## config.mk

```make
export PLATFORM = sky130hd
export DESIGN_NAME = sertx_top
export DESIGN_NICKNAME = d
export VERILOG_FILES = /design/src/rtl/sertx_pkg.sv /design/src/rtl/sertx_baud.sv /design/src/rtl/sertx_fifo.sv /design/src/rtl/sertx_shifter.sv /design/src/rtl/sertx_top.sv
export SDC_FILE = /design/constraint.sdc
export NUM_CORES = 1
export LEC_CHECK = 0
export BUFFER_PORTS_ARGS = -buffer_cell sky130_fd_sc_hd__buf_2
export CAP_MARGIN = 25
export CORE_UTILIZATION = 25
export CTS_BUF_LIST = sky130_fd_sc_hd__clkbuf_8 sky130_fd_sc_hd__clkbuf_16
export CTS_CLUSTER_SIZE = 10
export DETAILED_ROUTE_END_ITERATION = 6
export HOLD_SLACK_MARGIN = 0.12
export RECOVER_POWER = 25
export SETUP_SLACK_MARGIN = 0.2
export SLEW_MARGIN = 30
export SYNTH_ARGS = -nofsm -noshare
export SYNTH_HDL_FRONTEND = slang
export SYNTH_HIERARCHICAL = 1
export SYNTH_SLANG_ARGS = --single-unit
```

## constraint.sdc

```tcl
create_clock -name clk_i -period 3 [get_ports clk_i]
set_input_delay 0 -clock clk_i [delete_from_list [all_inputs] [get_ports clk_i]]
set_output_delay 0 -clock clk_i [all_outputs]
set_load 0.02 [all_outputs]
```

## src/rtl/sertx_pkg.sv

```systemverilog
package sertx_pkg;
  typedef enum logic [2:0] {
    ST_IDLE, ST_START, ST_DATA, ST_PAR, ST_STOP, ST_BRK
  } tx_state_e;

  localparam logic [1:0] PAR_NONE = 2'b00;
  localparam logic [1:0] PAR_EVEN = 2'b01;
  localparam logic [1:0] PAR_ODD  = 2'b10;
endpackage

```

## src/rtl/sertx_baud.sv

```systemverilog
module sertx_baud #(
  parameter int DIV_W   = 16,
  parameter int OS_SLOW = 16,
  parameter int OS_FAST = 4
) (
  input  logic             clk_i,
  input  logic             rst_ni,
  input  logic             run_i,
  input  logic [DIV_W-1:0] div_i,
  input  logic             os4_i,
  output logic             tick_o
);
  localparam int OS_W = $clog2(OS_SLOW);

  logic [DIV_W-1:0] div_q;
  logic [OS_W-1:0]  os_q;
  logic [OS_W-1:0]  os_max;
  logic             div_wrap;

  assign os_max   = os4_i ? OS_W'(OS_FAST - 1) : OS_W'(OS_SLOW - 1);
  assign div_wrap = (div_q == div_i);
  assign tick_o   = run_i && div_wrap && (os_q == os_max);

  // counters sit at zero while idle so each frame starts phase-aligned
  always_ff @(posedge clk_i or negedge rst_ni) begin
    if (!rst_ni) begin
      div_q <= '0;
      os_q  <= '0;
    end else if (!run_i) begin
      div_q <= '0;
      os_q  <= '0;
    end else if (div_wrap) begin
      div_q <= '0;
      os_q  <= (os_q == os_max) ? '0 : os_q + 1'b1;
    end else begin
      div_q <= div_q + 1'b1;
    end
  end

  // bit period is at least 4 clocks, so ticks never come back to back
  p_tick_gap_r6: assert property (@(posedge clk_i) disable iff (!rst_ni)
    tick_o |=> !tick_o);
endmodule

```

## src/rtl/sertx_fifo.sv

```systemverilog
module sertx_fifo #(
  parameter int DW    = 9,
  parameter int DEPTH = 4
) (
  input  logic          clk_i,
  input  logic          rst_ni,
  input  logic          wr_i,
  input  logic [DW-1:0] wdata_i,
  input  logic          pop_i,
  output logic [DW-1:0] rdata_o,
  output logic          empty_o,
  output logic          full_o,
  output logic          drop_o
);
  localparam int AW = (DEPTH > 1) ? $clog2(DEPTH) : 1;
  localparam int CW = $clog2(DEPTH + 1);

  logic [DW-1:0] mem_q [DEPTH];
  logic [AW-1:0] wptr_q, rptr_q;
  logic [CW-1:0] cnt_q;
  logic          push, pull;

  assign full_o  = (cnt_q == CW'(DEPTH));
  assign empty_o = (cnt_q == '0);
  assign push    = wr_i && !full_o;
  assign pull    = pop_i && !empty_o;
  assign rdata_o = mem_q[rptr_q];

  function automatic logic [AW-1:0] nxt(input logic [AW-1:0] p);
    return (p == AW'(DEPTH - 1)) ? '0 : p + 1'b1;
  endfunction

  always_ff @(posedge clk_i) begin
    if (push) mem_q[wptr_q] <= wdata_i;
  end

  always_ff @(posedge clk_i or negedge rst_ni) begin
    if (!rst_ni) begin
      wptr_q <= '0;
      rptr_q <= '0;
      cnt_q  <= '0;
      drop_o <= 1'b0;
    end else begin
      drop_o <= wr_i && full_o;
      if (push) wptr_q <= nxt(wptr_q);
      if (pull) rptr_q <= nxt(rptr_q);
      case ({push, pull})
        2'b10:   cnt_q <= cnt_q + 1'b1;
        2'b01:   cnt_q <= cnt_q - 1'b1;
        default: cnt_q <= cnt_q;
      endcase
    end
  end

  p_drop_keeps_count_r8: assert property (@(posedge clk_i) disable iff (!rst_ni)
    (wr_i && full_o && !pop_i) |=> $stable(cnt_q));
  p_drop_flag_r8: assert property (@(posedge clk_i) disable iff (!rst_ni)
    (wr_i && full_o) |=> drop_o);
  p_pop_nonempty_r7: assert property (@(posedge clk_i) disable iff (!rst_ni)
    pop_i |-> !empty_o);
endmodule

```

## src/rtl/sertx_shifter.sv

```systemverilog
module sertx_shifter
  import sertx_pkg::*;
#(
  parameter int DW       = 9,
  parameter int BRK_BITS = 13
) (
  input  logic          clk_i,
  input  logic          rst_ni,
  input  logic          tick_i,
  input  logic          nine_bit_i,
  input  logic [1:0]    parity_i,
  input  logic          two_stop_i,
  input  logic          cts_i,
  input  logic          brk_i,
  input  logic          empty_i,
  input  logic [DW-1:0] data_i,
  output logic          pop_o,
  output logic          run_o,
  output logic          tx_o
);
  localparam int CNT_W = $clog2(BRK_BITS);

  tx_state_e       state_q;
  logic [DW-1:0]   sh_q;
  logic [CNT_W-1:0] cnt_q;
  logic            nine_q, par_en_q, par_bit_q, stop2_q, stop_n_q, brk_pend_q;
  logic            take_brk, take_word;

  assign take_brk  = (state_q == ST_IDLE) && brk_pend_q;
  assign take_word = (state_q == ST_IDLE) && !brk_pend_q && !empty_i && cts_i;
  assign pop_o     = take_word;
  assign run_o     = (state_q != ST_IDLE);

  always_comb begin
    unique case (state_q)
      ST_START: tx_o = 1'b0;
      ST_DATA:  tx_o = sh_q[0];
      ST_PAR:   tx_o = par_bit_q;
      ST_BRK:   tx_o = 1'b0;
      default:  tx_o = 1'b1;
    endcase
  end

  always_ff @(posedge clk_i or negedge rst_ni) begin
    if (!rst_ni) begin
      state_q    <= ST_IDLE;
      sh_q       <= '0;
      cnt_q      <= '0;
      nine_q     <= 1'b0;
      par_en_q   <= 1'b0;
      par_bit_q  <= 1'b0;
      stop2_q    <= 1'b0;
      stop_n_q   <= 1'b0;
      brk_pend_q <= 1'b0;
    end else begin
      if (brk_i)         brk_pend_q <= 1'b1;
      else if (take_brk) brk_pend_q <= 1'b0;
      unique case (state_q)
        ST_IDLE: begin
          if (take_brk) begin
            state_q <= ST_BRK;
            cnt_q   <= '0;
          end else if (take_word) begin
            // framing is captured per frame
            state_q   <= ST_START;
            sh_q      <= data_i;
            nine_q    <= nine_bit_i;
            stop2_q   <= two_stop_i;
            par_en_q  <= !nine_bit_i && (parity_i == PAR_EVEN || parity_i == PAR_ODD);
            par_bit_q <= (parity_i == PAR_ODD) ? ~^data_i[DW-2:0] : ^data_i[DW-2:0];
          end
        end
        ST_START: if (tick_i) begin
          state_q <= ST_DATA;
          cnt_q   <= '0;
        end
        ST_DATA: if (tick_i) begin
          sh_q <= sh_q >> 1;
          if (cnt_q == (nine_q ? CNT_W'(DW - 1) : CNT_W'(DW - 2))) begin
            state_q  <= par_en_q ? ST_PAR : ST_STOP;
            stop_n_q <= 1'b0;
          end else begin
            cnt_q <= cnt_q + 1'b1;
          end
        end
        ST_PAR: if (tick_i) begin
          state_q  <= ST_STOP;
          stop_n_q <= 1'b0;
        end
        ST_STOP: if (tick_i) begin
          if (stop2_q && !stop_n_q) stop_n_q <= 1'b1;
          else                      state_q  <= ST_IDLE;
        end
        ST_BRK: if (tick_i) begin
          if (cnt_q == CNT_W'(BRK_BITS - 1)) begin
            state_q  <= ST_STOP;
            stop2_q  <= 1'b0;
            stop_n_q <= 1'b0;
          end else begin
            cnt_q <= cnt_q + 1'b1;
          end
        end
        default: state_q <= ST_IDLE;
      endcase
    end
  end

  p_cts_gate_r10: assert property (@(posedge clk_i) disable iff (!rst_ni)
    (state_q == ST_IDLE && !cts_i && !brk_pend_q && !brk_i) |=> (state_q == ST_IDLE));
  p_break_low_r11: assert property (@(posedge clk_i) disable iff (!rst_ni)
    (state_q == ST_BRK) |-> !tx_o);
  p_start_after_pop_r2: assert property (@(posedge clk_i) disable iff (!rst_ni)
    pop_o |=> (state_q == ST_START && !tx_o));
  p_no_parity_nine_r3: assert property (@(posedge clk_i) disable iff (!rst_ni)
    (state_q == ST_PAR) |-> !nine_q);
endmodule

```

## src/rtl/sertx_top.sv

```systemverilog
module sertx_top #(
  parameter int DW       = 9,
  parameter int DEPTH    = 4,
  parameter int DIV_W    = 16,
  parameter int BRK_BITS = 13
) (
  input  logic             clk_i,
  input  logic             rst_ni,
  input  logic [DIV_W-1:0] div_i,
  input  logic             os4_i,
  input  logic             nine_bit_i,
  input  logic [1:0]       parity_i,
  input  logic             two_stop_i,
  input  logic             cts_i,
  input  logic             wr_en_i,
  input  logic [DW-1:0]    wr_data_i,
  input  logic             brk_i,
  output logic             tx_o,
  output logic             busy_o,
  output logic             full_o,
  output logic             wr_drop_o,
  output logic             irq_o
);
  logic          tick, run, pop, empty;
  logic [DW-1:0] head;

  sertx_fifo #(.DW(DW), .DEPTH(DEPTH)) u_fifo (
    .clk_i, .rst_ni,
    .wr_i(wr_en_i), .wdata_i(wr_data_i), .pop_i(pop),
    .rdata_o(head), .empty_o(empty), .full_o(full_o), .drop_o(wr_drop_o)
  );

  sertx_baud #(.DIV_W(DIV_W)) u_baud (
    .clk_i, .rst_ni, .run_i(run), .div_i(div_i), .os4_i(os4_i), .tick_o(tick)
  );

  sertx_shifter #(.DW(DW), .BRK_BITS(BRK_BITS)) u_shift (
    .clk_i, .rst_ni, .tick_i(tick),
    .nine_bit_i, .parity_i, .two_stop_i, .cts_i, .brk_i,
    .empty_i(empty), .data_i(head),
    .pop_o(pop), .run_o(run), .tx_o(tx_o)
  );

  assign busy_o = run;
  assign irq_o  = !full_o;

  p_idle_high_r1: assert property (@(posedge clk_i) disable iff (!rst_ni)
    !busy_o |-> tx_o);
  p_irq_free_r9: assert property (@(posedge clk_i) disable iff (!rst_ni)
    (irq_o && !wr_en_i) |=> irq_o);
endmodule

```

== Yosys cells after proc, flatten, opt, wreduce, memory -nomap -nowiden ==
Memory sizes are Yosys's and may differ from the RTL's.
Index checks and enable logic that the tools add are counted.
W data, S select, Z words.

* Input port bits: 35
* Memory bits (writable): 36
* Output and inout port bits: 5
* Flip-flop bits (word level): 50
* Logic and storage cells: 141
* Memories kept: 1

* Bitwise operators: 1
* Reductions and logical operators: 35
* Equal/unequal tests: 32
* Add/sub/neg operators: 7
* Multiplexer cells: 50

{| class="wikitable"
|+ Memory list
! name !! depth !! bits a word !! rd ports !! clocked after memory_dff !! write ports !! RTL line !! RTL
|-
| u_fifo.mem_q || 4 || 9 || 1 || 0 || 1 || sertx_fifo.sv:18 || <nowiki>logic [DW-1:0] mem_q [DEPTH];</nowiki>
|}

{| class="wikitable"
|+ Operator list
! cell !! count
|-
| $mux W4 || 11
|-
| $mux W3 || 11
|-
| $mux W16 || 2
|-
| $mux W9 || 3
|-
| $ne A2 B2 Y1 const B || 11
|-
| $pmux W3 S6 || 1
|-
| $pmux W9 S2 || 1
|-
| $add A16 B1 Y16 const B || 1
|-
| $eq A16 B16 Y1 || 1
|-
| $pmux W4 S4 || 1
|-
| $mux W1 || 14
|-
| $logic_and A1 B1 Y1 || 11
|-
| $eq A3 B3 Y1 const B || 3
|-
| $reduce_and A9 Y1 || 1
|-
| $add A4 B1 Y4 const B || 2
|-
| $eq A2 B2 Y1 const B || 4
|-
| $eq A4 B4 Y1 || 2
|-
| $ne A2 B1 Y1 const B || 4
|-
| $reduce_and A8 Y1 || 1
|-
| $reduce_bool A2 Y1 || 4
|-
| $reduce_bool A4 Y1 || 2
|-
| $reduce_xnor A8 Y1 || 1
|-
| $reduce_xor A8 Y1 || 1
|-
| $reduce_and A7 Y1 || 1
|-
| other kinds (22) || 31
|}

== Logic depth before layout (Yosys ltp) ==
Gate-level depths: netlist (run 1).

* Word-level depth: 7
* Depth in mapped cells: 13
* Gate-level depth less buffers: 12

== Cells and area by module ==
Netlist (run 1), hierarchy kept.

{| class="wikitable"
|+ Modules (own cells, without submodules)
! module !! cells each !! area an instance (µm²) !! instances
|-
| sertx_fifo || 89 || 1811.7 || 1
|-
| sertx_shifter || 152 || 1418.9 || 1
|-
| sertx_baud || 118 || 1162.4 || 1
|-
| sertx_top || 1 || 3.8 || 1
|}

== Least setup slack after synthesis (run 1) ==
No wires, ideal clock.

* Kind: register to register
* Start: register u_shift.state_q[1]
* End: register u_fifo.cnt_q[2]
* Setup slack: 0.382 ns
* Data arrival time: 2.539 ns
* Required time: 2.921 ns
* Stages on the path, launching flop included: 14
* Setup time: 0.079 ns
* Cells stage by stage: dfrtp_1 buf_6 or3_4 or3_1 buf_6 clkinv_8 nand2b_4 inv_1 ha_1 inv_1 fa_1 xor2_1 nor2_1 xor2_1

* Cells in the longest elaborated chain, start to end: 7
* Elaborated cells between the ends (all ways): 9
* Classes of those cells: 2 x eq/ne; 1 x mux; 6 x reduce/logical

{| class="wikitable"
|+ Ends and longest elaborated chain
! what !! RTL line !! RTL
|-
| from (decl) || sertx_shifter.sv:23 || <nowiki>tx_state_e state_q;</nowiki>
|-
| from (signal assigned) || sertx_shifter.sv:80 || <nowiki>state_q <= par_en_q ? ST_PAR : ST_STOP;</nowiki>
|-
| $logic_not A3 Y1 * || sertx_shifter.sv:30 || <nowiki>assign take_word = (state_q == ST_IDLE) && !brk_pend_q && !empty_i && cts_i;</nowiki>
|-
| $logic_and A1 B1 Y1 * (3 in a row) || sertx_shifter.sv:30 ||
|-
| named net pop || sertx_top.sv:24 || <nowiki>logic tick, run, pop, empty;</nowiki>
|-
| $logic_and A1 B1 Y1 * || sertx_fifo.sv:26 || <nowiki>assign pull = pop_i && !empty_o;</nowiki>
|-
| named net u_fifo.pull || sertx_fifo.sv:21 || <nowiki>logic push, pull;</nowiki>
|-
| $eq A2 B1 Y1 or $eq A2 B2 Y1 (tied branches) || sertx_fifo.sv:47 || <nowiki>case ({push, pull})</nowiki>
|-
| $pmux W3 S2 or $reduce_bool A2 Y1 (tied branches) || - ||
|-
| to (signal assigned) || sertx_fifo.sv:48 || <nowiki>2'b10: cnt_q <= cnt_q + 1'b1;</nowiki>
|-
| to (signal assigned) || sertx_fifo.sv:49 || <nowiki>2'b01: cnt_q <= cnt_q - 1'b1;</nowiki>
|-
| to (signal assigned) || sertx_fifo.sv:50 || <nowiki>default: cnt_q <= cnt_q;</nowiki>
|-
| to (decl) || sertx_fifo.sv:20 || <nowiki>logic [CW-1:0] cnt_q;</nowiki>
|}

Mark *: on every way through the listed nets, which the timed path passes. The rest lies on a longest branch.
A chain may end at the register's enable or synchronous reset.

== Worst setup path in the final report (run 1) ==
* Start: register u_shift.state_q[0]
* End: register u_fifo.cnt_q[2]

Same word-level chain as after synthesis.

==> qor.yml, run 1 <==
status:
  status: "finished with violations"
  violations: "capacitance limit, slew limit"
global_routing:
  grt_pass1_wl_mm: 14.5
  grt_max_degree: 29
  antenna_found_initial: 0
  grt_use_total: 0.103
  grt_pass1_vias: 2947
  grt.overflow.total: 0
floorplan:
  num_rows: 48
  initial_core_util: 0.255
  core_area_sq_um: 17200
  io_pins: 40
  die_y_um: 135
  dieArea_sq_um: 18100
  die_width_um: 135
sta:
  setup_viol: 0
  rsz0062_at_grt: "no"
  worstMarginPinSlew_ps: 1530
  clock.fmax_mhz: 397
  slew_viol_final: 29
  finalCritPeriodShare: 0.840
  final.setup.tns_ps: 0
  skew_ps: 9.68
  finalHoldViolCount: 0
  slew_headroom: -0.0214
  period_needed_ps: 2520
yosys:
  synth_xor_area_frac: 0.0817
  synth-seq-cells: 86
  yosysWarnings: 6
  ys_types: 61
  synth_top_family_by_area: "simple AND/OR/NAND/NOR gates"
  synth_fa_ha_area_frac: 0.0387
  syn-num-nets: 408
  avgSynthCellArea_sq_um: 12.2
  synth_cells: 360
  synth_edf_count: 36
  muxShareOfSynthArea: 0.0948
  async_reset_ff_frac: 0.581
  synth_ff_type: "dfrtp_1"
  synth-seq-area-share: 0.530
  synthSimpleGateAreaFrac: 0.158
  synth_compound_area_frac: 0.0643
  syn-cell-area_sq_um: 4400
cts:
  cts_htree_levels: 3
  clkLatencyLatePin_ps: 350
  cts_buffer_depth: 2
  cts_setup_buffers: 0
  cts.clk_slew.worst_paths_ps: 70
  cts_root_buf: "clkbuf_16"
  cts_tree: "built"
  clkSinkCount: 86
  numCtsBuffers: 9
min_path:
  worstHoldPathType: "in2reg"
  hold-path-endpoint: "u_shift/par_bit_q"
  holdCritStartpoint: "cts_i"
  holdPathStages: 4
placement:
  placedInstanceArea_sq_um: 4860
  dp_hpwl_mm: 6.10
  portBuffers: 39
  gp_congestion: 0.800
route:
  vias: 2911
  route.met3.wl_um: 340
  drt_iter0_drc: 120
  viasPerCell: 4.46
  firstDrtPassIters: 4
  wl_met1_mm: 4.00
  drt-total-wl_mm: 8.58
  drtAntennaViolNets: 0
  drc_errors: 0
  routedWlPerCell_um: 13.1
  wl_met2_mm: 4.13
  top_layer_used: "met4"
setup_path:
  r2r_slack_ps: 480
  timing.rr.start: "u_shift/state_q[0]"
  crit_chain: "or3_4, or3_4, clkinv_8, nand2b_4, inv_1, ha_1, inv_1, fa_1, xor2_1, nor2_1, xor2_1"
  ff2ff_path_depth: 11
  setup.worst_path.end_class: "register"
  critPathMaxStageDelay_ps: 450
  worst_path_max_delay_cell: "or3_4"
  critPathLaunchType: "register"
  arrival_ps: 2790
  path_max_fanout: 7
  rr_endpoint: "u_fifo/cnt_q[2]"
  setup.worst_path.class: "reg2reg"
  crit_required_ps: 3270
power_and_ir_drop:
  p_per_area_nw_per_um2: 595
  vdd_ir_drop_max_mv: 0.445
  cellLeakagePower_nw: 2.22
finish:
  area_growth_syn_to_layout_pct: 20.7
  diodes: 0
  final.fill_count: 1746
  fin_area_sq_um: 5310
  drive_gt1_frac: 0.210
  nNetsFinal: 471
flow_run:
  cap_violations: 1
[report_power, final]
part | switching (mW) | internal, mW
clock network | 0.524 | 0.589
logic | 0.272 | 0.255
registers | 0.111 | 1.41
[cells by family (layout without fill, tap and decap cells)]
| kind of cell | Yosys count | count (layout) |
|---|---|---|
| buffers and inverters | 26 | 94 |
| and+or+nand+nor | 122 | 122 |
| DFF | 86 | 86 |
| AOI/OAI and AO/OA | 43 | 43 |
| adders and majority gates | 13 | 13 |
| muxes | 29 | 29 |
| xor gates and xnor gates | 41 | 41 |
[state kept, by name, indices dropped and copies added, names as in the netlist]
register / cells
u_fifo/drop_o: 1
u_fifo/cnt_q: 3
u_baud/os_q: 4
u_shift/nine_q: 1
u_shift/brk_pend_q: 1
u_shift/state_q: 3
u_shift/stop_n_q: 1
u_fifo/rptr_q: 2
u_shift/par_en_q: 1
u_shift/cnt_q: 4
u_shift/par_bit_q: 1
u_shift/sh_q: 9
u_shift/stop2_q: 1
u_fifo/mem_q: 36
u_baud/div_q: 16
u_fifo/wptr_q: 2
[synthesized netlist by cell type (all sizes together) (3+ instances only)]
master  instances  area (sq um)
xor2           26           228
mux2            5          63.8
buf             7          56.3
xnor2          15           131
or3             7          48.8
nand3          10          50.1
nor2b           6          45.0
mux4            9           203
nor3            6          35.0
a21boi          4          30.0
a21oi           9          56.3
dfrtp          50          1250
nor2           28           105
ha             12           150
nor4            4          50.1
nand4           5          37.5
edfxtp         36          1080
nor3b           3          38.8
clkbuf          3          12.5
o21ai          16          83.8
mux2i          15           150
and3            4          26.3
nand2b          7          51.3
and2            5          37.5
nand2          30           113
inv            14          52.6
[worst max path at each step]
| stage | depth (start not counted) | end | start |
|---|---|---|---|
| finish | 11 | u_fifo/cnt_q[2] | u_shift/state_q[0] |
| global route | 8 | u_shift/cnt_q[3] | u_baud/div_q[7] |
| CTS | 11 | u_fifo/cnt_q[2] | u_shift/state_q[0] |
| detailed placement | 11 | u_fifo/cnt_q[2] | u_shift/state_q[0] |
| global placement | 11 | u_fifo/cnt_q[2] | u_shift/state_q[0] |
| floorplan | 13 | u_fifo/cnt_q[2] | u_shift/state_q[1] |
[stage by stage]
stage	utilization	worst slack, ps	hold WS, ps	power (mW)	cells
global route	0.308	262	262	3.32	653
CTS	0.308	360	236	3.20	653
floorplan	-	382	-296	1.89	360
global placement	0.282	432	50.0	2.04	621
finish	0.308	481	262	3.16	653
detailed placement	0.282	366	55.5	2.06	621
[per-layer routing]
layer / vias up / track usage
li1: 1404 / -
met1: 1430 / 0.130
met2: 69 / 0.168
met3: 8 / 0.0259
met4: 0 / 0.0400
met5: - / 0
[timing repair]
| action | CTS | global route |
|---|---|---|
| hold buffers | 16 | 0 |
| endpoints found under the setup margin | 0 | 4 |
| hold endpoints to repair | 71 | 0 |
| resized for setup | 0 | 2 |
[cell usage in the layout, fill, tap and decap left out, types with 14 or more instances in the layout]
cell type      count
xnor2_1           15
dlygate4sd3_1     16
buf_2             29
nor2_1            27
inv_1             14
xor2_1            26
edfxtp_1          36
dfrtp_1           50
nand2_1           30
mux2i_1           15
[final cells by class]
class                      count  area [sq um]  share of cell area
sequential                    86          2330               0.439
multi-input combinational    248          1930               0.364
timing repair buffer          62           395              0.0745
tap                          225           282              0.0530
clock buffer                   9           225              0.0424
inverter                      16          72.6              0.0137
clock inverter                 7          70.1              0.0132
[worst max-delay path, delay by kind of cell (launching register included)]
family / cells / cell delay, ps
xor+xnor: 2 / 300
fa+ha+maj: 2 / 540
buf+inv: 3 / 200
flops: 1 / 380
simple gates: 4 / 1030
(Power assumes the default switching activity.)
==> run 2: changes to the inputs <==
clock period = 2.5 ns   (was 3 ns; I/O delays follow)
==> run 2 against run 1 <==
The flow now finishes without violations. Clock power rose by 23%. Cell area increased by 4.0%. Total power rose by 22%. Flip-flop and latch count unchanged. Fmax rose by 7.9%. Routed wire length grew 5.3%. Non-clock buffer count increased by 17. Combinational power rose by 28%. Sequential power rose by 19%. Hold slack improved by 95 ps. Utilization increased by 1.2 points. Final cell count grew 2.6%. Critical path type unchanged.
==> qor.yml, run 2 (synthesized netlist as in run 1, its figures left out) <==
sta:
  slew_viol_final: 0  # -100%
  setup_viol: 0  # unchanged
  period_needed_ps: 2330  # -185 ps
  worstMarginPinSlew_ps: 1270  # -258 ps
  slew_headroom: 0.151  # +0.172
  final.setup.tns_ps: 0  # unchanged
  finalHoldViolCount: 0  # unchanged
  skew_ps: 7.67  # -2.00 ps
  setup_slack_ps: 166  # -315 ps
  finalCritPeriodShare: 0.934  # +0.0939
  rsz0062_at_grt: "yes"
  clock.fmax_mhz: 428  # +7.9%
status:
  status: "complete, no violations"
global_routing:
  met2_usage: 0.175  # +0.00720
  grt_pass1_vias: 3053  # +3.6%
  grt.overflow.total: 0  # unchanged
  met1_usage: 0.129  # -0.00142
  grt_use_total: 0.105  # +0.00264
  grt_max_degree: 51  # +76%
  grtUsageMet3: 0.0304  # +0.00450
  grt_pass1_wl_mm: 14.7  # +1.3%
  antenna_found_initial: 0  # unchanged
  top_usage_layer: "met2"
setup_path:
  crit_required_ps: 2730  # -540 ps
  critPathLaunchType: "register"
  setup.worst_path.class: "reg2reg"
  setup.worst_path.end_class: "register"
  path_max_fanout: 3  # -4
  arrival_ps: 2560  # -230 ps
power_and_ir_drop:
  cellLeakagePower_nw: 2.32  # +4.2%
  p_per_area_nw_per_um2: 698  # +17%
  vdd_ir_drop_max_mv: 0.443  # -0.49%
  report.power.total_mw: 3.85  # +22%
route:
  drtAntennaViolNets: 0  # unchanged
  drt_iter0_drc: 172  # +43%
  routedWlPerCell_um: 13.5  # +2.6%
  firstDrtPassIters: 4  # unchanged
  vias: 2943  # +1.1%
  drc_errors: 0  # unchanged
  viasPerCell: 4.39  # -1.5%
  drt-total-wl_mm: 9.03  # +5.3%
floorplan:
  initial_core_util: 0.255  # unchanged
  num_rows: 48  # unchanged
  core_area_sq_um: 17200  # unchanged
  die_y_um: 135  # unchanged
  io_pins: 40  # unchanged
  die_width_um: 135  # unchanged
  dieArea_sq_um: 18100  # unchanged
placement:
  gp_congestion: 0.834  # +4.3%
  dp_hpwl_mm: 6.25  # +2.4%
  post-place-ws_ps: 39.3  # -327 ps
  portBuffers: 39  # unchanged
finish:
  drive_gt1_frac: 0.274  # +0.0639
  area_growth_syn_to_layout_pct: 25.5
  largest_register_ffs: 36  # unchanged
  finish.utilization: 0.320  # +0.0122
  diodes: 0  # unchanged
  layout_commonest_cell: "dfrtp_1"
  final.fill_count: 1702  # -2.5%
  final_cell_mix: "47 x dfrtp_1, 36 x edfxtp_1, 29 x buf_2, 28 x nand2_1, 27 x nor2_1"
  max_flop_register: "u_fifo/mem_q"
  nNetsFinal: 488  # +3.6%
  reg_top3: "u_fifo/mem_q x36, u_baud/div_q x16, u_shift/sh_q x9"
cts:
  cts.clk_slew.worst_paths_ps: 70  # about the same
  cts_tree: "built"
  cts_buffer_depth: 2  # unchanged
  cts_root_buf: "clkbuf_16"
  clkLatencyLatePin_ps: 350  # about the same
  cts_htree_levels: 3  # unchanged
  numCtsBuffers: 9  # unchanged
  clkSinkCount: 86  # unchanged
min_path:
  worstHoldPathType: "in2reg"
flow_run:
  cap_violations: 0  # -1
run 2: cell count changes in the layout (fill, tap and decap cells not counted), sizes merged:
cell / delta
clkinvlp: -1
clkbuf: +1
buf: +16
clkinv: +1
run 2: path summary, 6_finish.rpt:
kind                       cells past startpoint               start  slack, ps           endpoint
max in group asynchronous                      3              rst_ni       1110    u_baud/div_q[8]
min                                            5               cts_i        360  u_shift/par_bit_q
max reg2reg                                   11  u_shift/state_q[0]        170    u_fifo/cnt_q[2]
min reg2reg                                    2   u_shift/par_bit_q        480  u_shift/par_bit_q
max                                           11  u_shift/state_q[0]        170    u_fifo/cnt_q[2]
min in group asynchronous                      3              rst_ni        540    u_baud/div_q[2]
run 2: final cells by class:
cell class / count / area (sq um) / area share
sequential: 86 / 2340 / 0.423
multi-input combinational: 248 / 2000 / 0.363
timing repair buffer: 79 / 520 / 0.0943
tap: 225 / 282 / 0.0510
clock buffer: 9 / 225 / 0.0408
clock inverter: 7 / 81.3 / 0.0147
inverter: 16 / 72.6 / 0.0132
run 2: what timing repair did:
item                       CTS  global route
resized for setup            4            13
setup buffers                0            12
pin swaps                    1             8
hold endpoints to repair    94             0
cloned                       0             0
setup endpoints to repair    8             7
hold buffers                16             0
run 2: per-layer routing:
layer,vias to the layer above,wire (um)
met5,-,0
met4,0,159
met3,15,389
met2,59,4280
met1,1434,4200
li1,1435,-
run 2: where the power goes:
group,switching [mW],total (mW),internal (mW)
Sequential,0.120,1.81,1.69
Clock,0.655,1.37,0.716
Combinational,0.353,0.673,0.321
Total,1.13,3.85,2.73
run 2: metrics by stage:
step           area, sq um  hold slack (ps)  instances
3_3_place_gp          4910              164        626
2_1_floorplan         4410             -296        360
4_1_cts               5390              263        658
5_1_grt               5520              386        670
3_5_place_dp          4910              163        626
6_report              5520              357        670
run 2: worst max-delay path, cell delays in order, from the launching register on:
cell      delay (ps)
dfrtp_1          380
or3_4            390
or3_4            380
clkinv_8          60
nand2b_4          50
inv_2             60
ha_4             120
inv_2             30
fa_2             340
xor2_1           160
nor2_1            70
xor2_1           160
